==> config.mk <==
export PLATFORM = sky130hd
export DESIGN_NAME = aud_tx_fifo
export DESIGN_NICKNAME = d
export VERILOG_FILES = /design/src/rtl/atf_pkg.sv /design/src/rtl/atf_store.sv /design/src/rtl/atf_slot.sv /design/src/rtl/atf_dreq.sv /design/src/rtl/aud_tx_fifo.sv
export SDC_FILE = /design/constraint.sdc
export NUM_CORES = 1
export LEC_CHECK = 0
export BUFFER_PORTS_ARGS = -buffer_cell sky130_fd_sc_hd__buf_2
export CAP_MARGIN = 15
export CORE_ASPECT_RATIO = 0.9
export CORE_UTILIZATION = 65
export DETAILED_ROUTE_END_ITERATION = 12
export PLACE_DENSITY = 0.83
export SETUP_SLACK_MARGIN = 0.15
export SYNTH_ARGS = -nofsm -noshare
export SYNTH_HDL_FRONTEND = slang
export SYNTH_SLANG_ARGS = --single-unit
==> constraint.sdc <==
create_clock -name clk -period 6.86 [get_ports clk]
set_clock_uncertainty 0.15 [all_clocks]
set_input_delay 1.029 -clock clk [delete_from_list [all_inputs] [get_ports clk]]
set_output_delay 1.029 -clock clk [all_outputs]
set_load 0.005 [all_outputs]
==> src/rtl/atf_pkg.sv <==
package atf_pkg;

    typedef enum logic [1:0] {
        ACT_NONE   = 2'd0,
        ACT_POP    = 2'd1,
        ACT_REPEAT = 2'd2
    } slot_act_e;

    function automatic slot_act_e pick_act(input logic en, input logic req, input logic empty);
        if (!en || !req) return ACT_NONE;
        if (empty)       return ACT_REPEAT;
        return ACT_POP;
    endfunction

endpackage

==> src/rtl/atf_store.sv <==
module atf_store #(
    parameter int DW    = 16,
    parameter int DEPTH = 16,
    localparam int AW   = $clog2(DEPTH),
    localparam int CW   = AW + 1
) (
    input  logic          clk,
    input  logic          rst,
    input  logic          flush,
    input  logic          push,
    input  logic          pop,
    input  logic [DW-1:0] wdata,
    output logic [DW-1:0] head,
    output logic [CW-1:0] cnt
);
    localparam logic [AW-1:0] LAST_IDX = AW'(DEPTH - 1);

    logic [DW-1:0] mem [DEPTH];
    logic [AW-1:0] wr_ptr, rd_ptr;

    always_ff @(posedge clk) begin
        if (push) mem[wr_ptr] <= wdata;
    end

    always_ff @(posedge clk) begin
        if (rst || flush) begin
            wr_ptr <= '0;
            rd_ptr <= '0;
            cnt    <= '0;
        end else begin
            if (push) wr_ptr <= (wr_ptr == LAST_IDX) ? '0 : wr_ptr + 1'b1;
            if (pop)  rd_ptr <= (rd_ptr == LAST_IDX) ? '0 : rd_ptr + 1'b1;
            case ({push, pop})
                2'b10:   cnt <= cnt + 1'b1;
                2'b01:   cnt <= cnt - 1'b1;
                default: cnt <= cnt;
            endcase
        end
    end

    assign head = mem[rd_ptr];

endmodule

==> src/rtl/atf_slot.sv <==
module atf_slot
    import atf_pkg::*;
#(
    parameter int DW = 16,
    parameter int CW = 5
) (
    input  logic          clk,
    input  logic          rst,
    input  logic          en,
    input  logic          req,
    input  logic [CW-1:0] cnt,
    input  logic [DW-1:0] head,
    input  logic          ur_clr,
    output logic          pop,
    output logic [DW-1:0] slot_data,
    output logic          ur_flag
);
    slot_act_e act;

    always_comb act = pick_act(en, req, cnt == '0);
    assign pop = (act == ACT_POP);

    // Held sample doubles as the output: an underrun simply leaves it alone.
    always_ff @(posedge clk) begin
        if (rst || !en)          slot_data <= '0;
        else if (act == ACT_POP) slot_data <= head;
    end

    always_ff @(posedge clk) begin
        if (rst)                    ur_flag <= 1'b0;
        else if (act == ACT_REPEAT) ur_flag <= 1'b1;
        else if (ur_clr)            ur_flag <= 1'b0;
    end

endmodule

==> src/rtl/atf_dreq.sv <==
module atf_dreq #(
    parameter int DEPTH = 16,
    localparam int CW   = $clog2(DEPTH) + 1
) (
    input  logic          en,
    input  logic [CW-1:0] cnt,
    input  logic [CW-1:0] thresh,
    output logic          dreq
);
    localparam logic [CW-1:0] FULL_CNT = CW'(DEPTH);

    logic [CW-1:0] free_ent;

    assign free_ent = FULL_CNT - cnt;
    assign dreq     = en && (free_ent >= thresh);

endmodule

==> src/rtl/aud_tx_fifo.sv <==
module aud_tx_fifo #(
    parameter int DW    = 16,
    parameter int DEPTH = 16,
    localparam int CW   = $clog2(DEPTH) + 1
) (
    input  logic          clk,
    input  logic          rst,
    input  logic          en,
    input  logic          wr_valid,
    input  logic [DW-1:0] wr_data,
    input  logic          slot_req,
    output logic [DW-1:0] slot_data,
    input  logic [CW-1:0] thresh,
    input  logic          ur_ie,
    input  logic          ur_clr,
    output logic          ur_flag,
    output logic          irq,
    output logic          dreq
);
    localparam logic [CW-1:0] FULL_CNT = CW'(DEPTH);

    logic [CW-1:0] cnt;
    logic [DW-1:0] head;
    logic          push, pop;

    assign push = en && wr_valid && (cnt != FULL_CNT);

    atf_store #(.DW(DW), .DEPTH(DEPTH)) store_i (
        .clk(clk), .rst(rst), .flush(!en), .push(push), .pop(pop),
        .wdata(wr_data), .head(head), .cnt(cnt)
    );

    atf_slot #(.DW(DW), .CW(CW)) slot_i (
        .clk(clk), .rst(rst), .en(en), .req(slot_req), .cnt(cnt),
        .head(head), .ur_clr(ur_clr), .pop(pop),
        .slot_data(slot_data), .ur_flag(ur_flag)
    );

    atf_dreq #(.DEPTH(DEPTH)) dreq_i (
        .en(en), .cnt(cnt), .thresh(thresh), .dreq(dreq)
    );

    assign irq = ur_flag && ur_ie;

endmodule

# Word level (Yosys, flattened, before mapping)
# Memory sizes are Yosys's and may differ from the RTL's. A register that Yosys moved wholly into a read port is not among the register bits.
# Index checks and enable logic that the tools add are counted.
[op_classes]
n_reduce_logical = 11
eq_ne = 7
add_sub_neg = 5
magnitude_cmp = 1
shifts = 0
bitwise = 0
muxes = 14
n_div = 0
n_mul = 0
[op_table]
columns = ["cell", "n"]
rows = [
  ["$pmux W5 S2", 1],
  ["$add A4 B1 Y4 const B", 2],
  ["$eq A4 B4 Y1 const B", 2],
  ["$mux W2", 4],
  ["$mux W4", 2],
  ["$mux W1", 7],
  ["$add A5 B1 Y5 const B", 1],
  ["$ge A5 B5 Y1", 1],
  ["$logic_not A5 Y1", 1],
  ["$ne A5 B5 Y1 const B", 1],
  ["$sub A5 B1 Y5 const B", 1],
  ["$sub A5 B5 Y5 const A", 1],
  ["$eq A2 B1 Y1 const B", 2],
  ["$eq A2 B2 Y1 const B", 2],
  ["$logic_and A1 B1 Y1", 4],
  ["$reduce_bool A2 Y1", 2],
  ["$logic_not A1 Y1", 2],
  ["$logic_or A1 B1 Y1", 2],
]
[totals]
reg_bits = 14
latchBits = 0
mem_count = 1
mem_bits_rw = 256
word_cells = 43
inputBits = 28
mem_bits_ro = 0
[memory_table]
columns = ["name", "words", "width", "read_ports", "rd_ports_with_merged_regs", "write_ports", "line", "source"]
rows = [
  ["store_i.mem", 16, 16, 1, 1, 1, "atf_store.sv:18", "logic [DW-1:0] mem [DEPTH];"],
]

# Depth between registers and ports, before layout
[logic_depth]
ltp_word = 9
mapped_depth = 17

# Modules after synthesis
# Synthesis repeated with hierarchy kept, for this count alone.
[hier_totals]
hier_cells = 613
area_unflattened_um2 = 11498.5
[modules_own_cells]
columns = ["mod", "area_each_um2", "instances", "cells_per_inst"]
rows = [
  ["atf_store", 10563.9, 1, 504],
  ["atf_slot", 723.2, 1, 80],
  ["atf_dreq", 182.7, 1, 25],
  ["aud_tx_fifo", 28.8, 1, 4],
]

# Worst setup path before layout
# OpenSTA, ideal clock, no wires.
[synth_path]
path_type = "input -> register"
start = "input port wr_valid"
end = "memory store_i.mem[3][0], enable pin"
setup_ns = 0.409
t_arrival_ns = 2.841
path_slack_ns = 3.459
path_stages = 5
required_time_ns = 6.301
cell_sequence = "nor2b_1 -> and2_1 -> clkbuf_1 -> nand2_1 -> nor3_1"
[synth_via]
elab_chain_len = 4
[synth_rtl]
columns = ["element", "line", "source"]
rows = [
  ["from (decl)", "aud_tx_fifo.sv:9", "input logic wr_valid,"],
  ["$logic_and A1 B1 Y1 (2 in series)", "aud_tx_fifo.sv:26", "assign push = en && wr_valid && (cnt != FULL_CNT);"],
  ["$mux W1", "atf_store.sv:22", "if (push) mem[wr_ptr] <= wdata;"],
  ["$mux W1 (implied by the code)", "atf_store.sv:22", ""],
  ["to (decl)", "atf_store.sv:18", ""],
]
# Every way passes these cells.

# Final worst setup path
[layout_path]
start = "register store_i.cnt[1]"
end = "register store_i.cnt[4]"
[layout_via]
elab_chain_len = 8
[layout_rtl]
columns = ["element", "line", "source"]
rows = [
  ["from (decl)", "atf_store.sv:14", "output logic [CW-1:0] cnt"],
  ["from (signal assigned)", "atf_store.sv:34", "2'b10: cnt <= cnt + 1'b1;"],
  ["from (signal assigned)", "atf_store.sv:35", "2'b01: cnt <= cnt - 1'b1;"],
  ["from (signal assigned)", "atf_store.sv:36", "default: cnt <= cnt;"],
  ["$logic_not A5 Y1", "atf_slot.sv:20", "always_comb act = pick_act(en, req, cnt == '0);"],
  ["$mux W1 (2 in series)", "atf_pkg.sv:11", "if (empty) return ACT_REPEAT;"],
  ["$mux W2", "atf_pkg.sv:12", "return ACT_POP;"],
  ["$mux W2", "atf_pkg.sv:11", ""],
  ["$eq A2 B1 Y1", "atf_slot.sv:21", "assign pop = (act == ACT_POP);"],
  ["$eq A2 B1 Y1 / $eq A2 B2 Y1 (equally long branches)", "atf_store.sv:33", "case ({push, pop})"],
  ["$pmux W5 S2 / $reduce_bool A2 Y1 (equally long branches)", "-", ""],
]
# Parallel ways exist; a longest one is shown, timed or not. The select of a mux whose other input is x is not followed.
# A chain may end at the register's enable or synchronous reset.

==> flow_summary.toml <==
[global_routing]
grt-ovfl-total = 0
met1_usage_pct = 38.6
grt_max_degree = 51
grtUsageMet3_pct = 4.24
track_usage_pct = 27.4
antenna_found_initial = 0
grt_pass1_wl_um = 35700
grtUsageMet2_pct = 43.9
top_usage_layer = "met2"
grt_pass1_vias = 6040

[cells_and_area]
syn2layout_area_growth_pct = 13.4
num-fill-cells = 925
final_util_pct = 75.9
final_cells = 917
drive_above_1_share_pct = 27.2
finalInstanceArea_um2 = 12900
finalNetCount = 702

[sta]
tns_ps = 0
hold_viol = 0
period_needed_ps = 3650
worst_slack_ps = 3210
max_freq_mhz = 274
hold_slack_ps = 329
finalSetupViolations = 0
min_period_over_period_pct = 53.2
slew_viol_final = 0
relSlewSlack_pct = 31.0
rsz0062_at_grt = "false"
tightest_slew_ps = 1030

[cts]
numClockSinks = 286
cts_buffer_depth = 3
htree_levels = 1
postCtsHoldBufs = 0
ctsRootBufferMaster = "clkbuf_16"
cts_setup_buffers = 0
clock_latency_ps = 540
cts_resized = 0
numCtsBuffers = 28
clk_pin_slew_worst_paths_ps = 60
cts_tree = "done"

[worst_setup_path]
critPathLaunch = "store_i.cnt[1]"
r2r-start = "store_i.cnt[1]"
worst_r2r_endpoint = "store_i.cnt[4]"
crit_path_max_fanout = 11
worstSetupEndpointType = "flop"
crit_type = "reg2reg"
crit_arrival_ps = 3960
startpoint_type = "flop"
worstRegToRegCells = 14
rrSetupSlack_ps = 3210
crit_required_ps = 7170

[hold_path]
whs_endpoint = "slot_i.slot_data[3]"
min-delay-path-class = "reg2reg"
hold_start = "slot_i.slot_data[3]"
holdPathStages = 1

[synth]
synth_top_area_share_pct = 67.8
synth.most_common_cell = "edfxtp_1"
synthDistinctLibCells = 38
avgSynthCellArea_um2 = 19.1
synthCells = 595
synth_top_area_cell = "edfxtp_1"
ys_top_cells_by_count = "256 x edfxtp_1, 64 x mux4_2, 32 x a21oi_1"
synthArstFlopShare_pct = 0
yosysSeqAreaShare_pct = 73.1
synth_top_flop_cell = "edfxtp_1"
synth_nets = 638
synth_edf_count = 256
yosys_warnings = 0
syn_area_um2 = 11300
yosys-top-cells-area = "edfxtp_1 68%, mux4_2 13%, dfxtp_1 5.3%"
yosys_register_bits = 286

[power_and_ir_drop]
finalPower_mw = 3.64
power_density_nw_per_um2 = 283
power.leakage_nw = 4.16
worst_ir_drop_vdd_v = 0.000245

[floorplan]
num_rows = 45
core-area_um2 = 16900
die_area_um2 = 18000
io_pins = 47
initial_utilization_pct = 66.9
die_w_um = 141
die_h_um = 127

[flow_run]
maxCapViolCount = 0

[routing]
ant_nets = 0
drc = 0
drt_iter0_markers = 461
drt-pass1-iter-count = 5
viasPerCell = 6.49
vias = 5949
wl_per_cell_um = 25.3
drt_wl_total_um = 23200

[placement]
post-place-cells = 864
io_buffers = 46
place_area_um2 = 11800
dp_hpwl_um = 13400
place_congestion = 0.853
dp_slack_ps = 3250

[run_status]
run_status = "finished clean"
-- final cells by class --
type	instances	area (um2)	share of cell area (%)
diodes	1	2.50	0.0195
clock buffers	31	712	5.54
clock inverters	21	298	2.32
inverters	12	45.0	0.350
multi-input cells	263	2820	21.9
flip-flops and latches	286	8290	64.5
well taps	235	294	2.29
repair buffers	68	395	3.08
-- sequential cells by signal (all words and copies together), names as in the netlist --
| register | count |
|---|---|
| store_i.cnt | 5 |
| store_i.wr_ptr | 4 |
| slot_i.slot_data | 16 |
| store_i.rd_ptr | 4 |
| slot_i.ur_flag | 1 |
| store_i.mem | 256 |
-- layout by cell type, fill, tap and decap left out, types with 3 or more instances in the layout --
cell type / synthesis / layout
nor3_2: 0 / 4
edfxtp_1: 256 / 256
clkinv_1: 1 / 4
nor2b_1: 19 / 19
or3_1: 3 / 3
a21oi_1: 32 / 32
buf_2: 11 / 46
nor2_1: 22 / 22
o21ai_0: 8 / 8
buf_4: 1 / 22
clkinv_2: 0 / 7
mux2i_1: 17 / 17
clkbuf_1: 14 / 3
bufinv_16: 0 / 7
ha_1: 15 / 15
mux4_2: 64 / 64
xor2_1: 5 / 5
a22o_1: 16 / 16
nand2b_1: 6 / 6
dfxtp_1: 30 / 27
nand2_1: 15 / 15
clkbuf_16: 0 / 28
inv_1: 11 / 11
a211oi_1: 16 / 16
-- power by group --
| part | switching [mW] | total [mW] | internal [mW] |
|---|---|---|---|
| logic | 0.0497 | 0.0747 | 0.0250 |
| clock network | 0.640 | 1.66 | 1.02 |
| registers | 0.00345 | 1.90 | 1.90 |
-- how the worst max path moves through the flow --
stage	end	slack [ps]	depth (start not counted)
after detailed placement	store_i.cnt[4]	3250	11
after global routing	store_i.cnt[4]	2770	14
final	store_i.cnt[4]	3210	14
after floorplan	store_i.mem[3][0]	3460	5
after global placement	store_i.cnt[4]	3390	11
after CTS	store_i.cnt[4]	3260	14
-- worst max-delay path, stage by stage, from the launching register on --
cell,delay (ps)
dfxtp_1,370
inv_1,90
ha_1,160
nor3b_1,300
ha_1,230
nand3b_1,280
clkinv_1,330
ha_1,420
xor2_1,190
ha_1,230
a21oi_1,180
a31oi_1,70
a32o_1,240
o21ai_0,150
nor3b_1,170
-- layer usage --
metal,up-vias,routed length [um]
met2,303,11200
met5,-,0
met3,67,1650
met4,0,803
li1,2544,-
met1,3035,9500
-- logic make-up (layout without fill, tap and decap cells) --
logic type | Yosys count | count (layout) | share of synthesized area [%]
AOI/OAI and AO/OA | 80 | 80 | 4.64
and+or+nand+nor | 80 | 80 | 3.61
other | 0 | 1 | 0
xor gates and xnor gates | 7 | 7 | 0.541
muxes | 81 | 81 | 14.2
adders and majority gates | 15 | 15 | 1.66
DFF | 286 | 286 | 73.1
buffers and inverters | 46 | 132 | 2.23
Note: power is estimated with default switching activity, not from simulation.
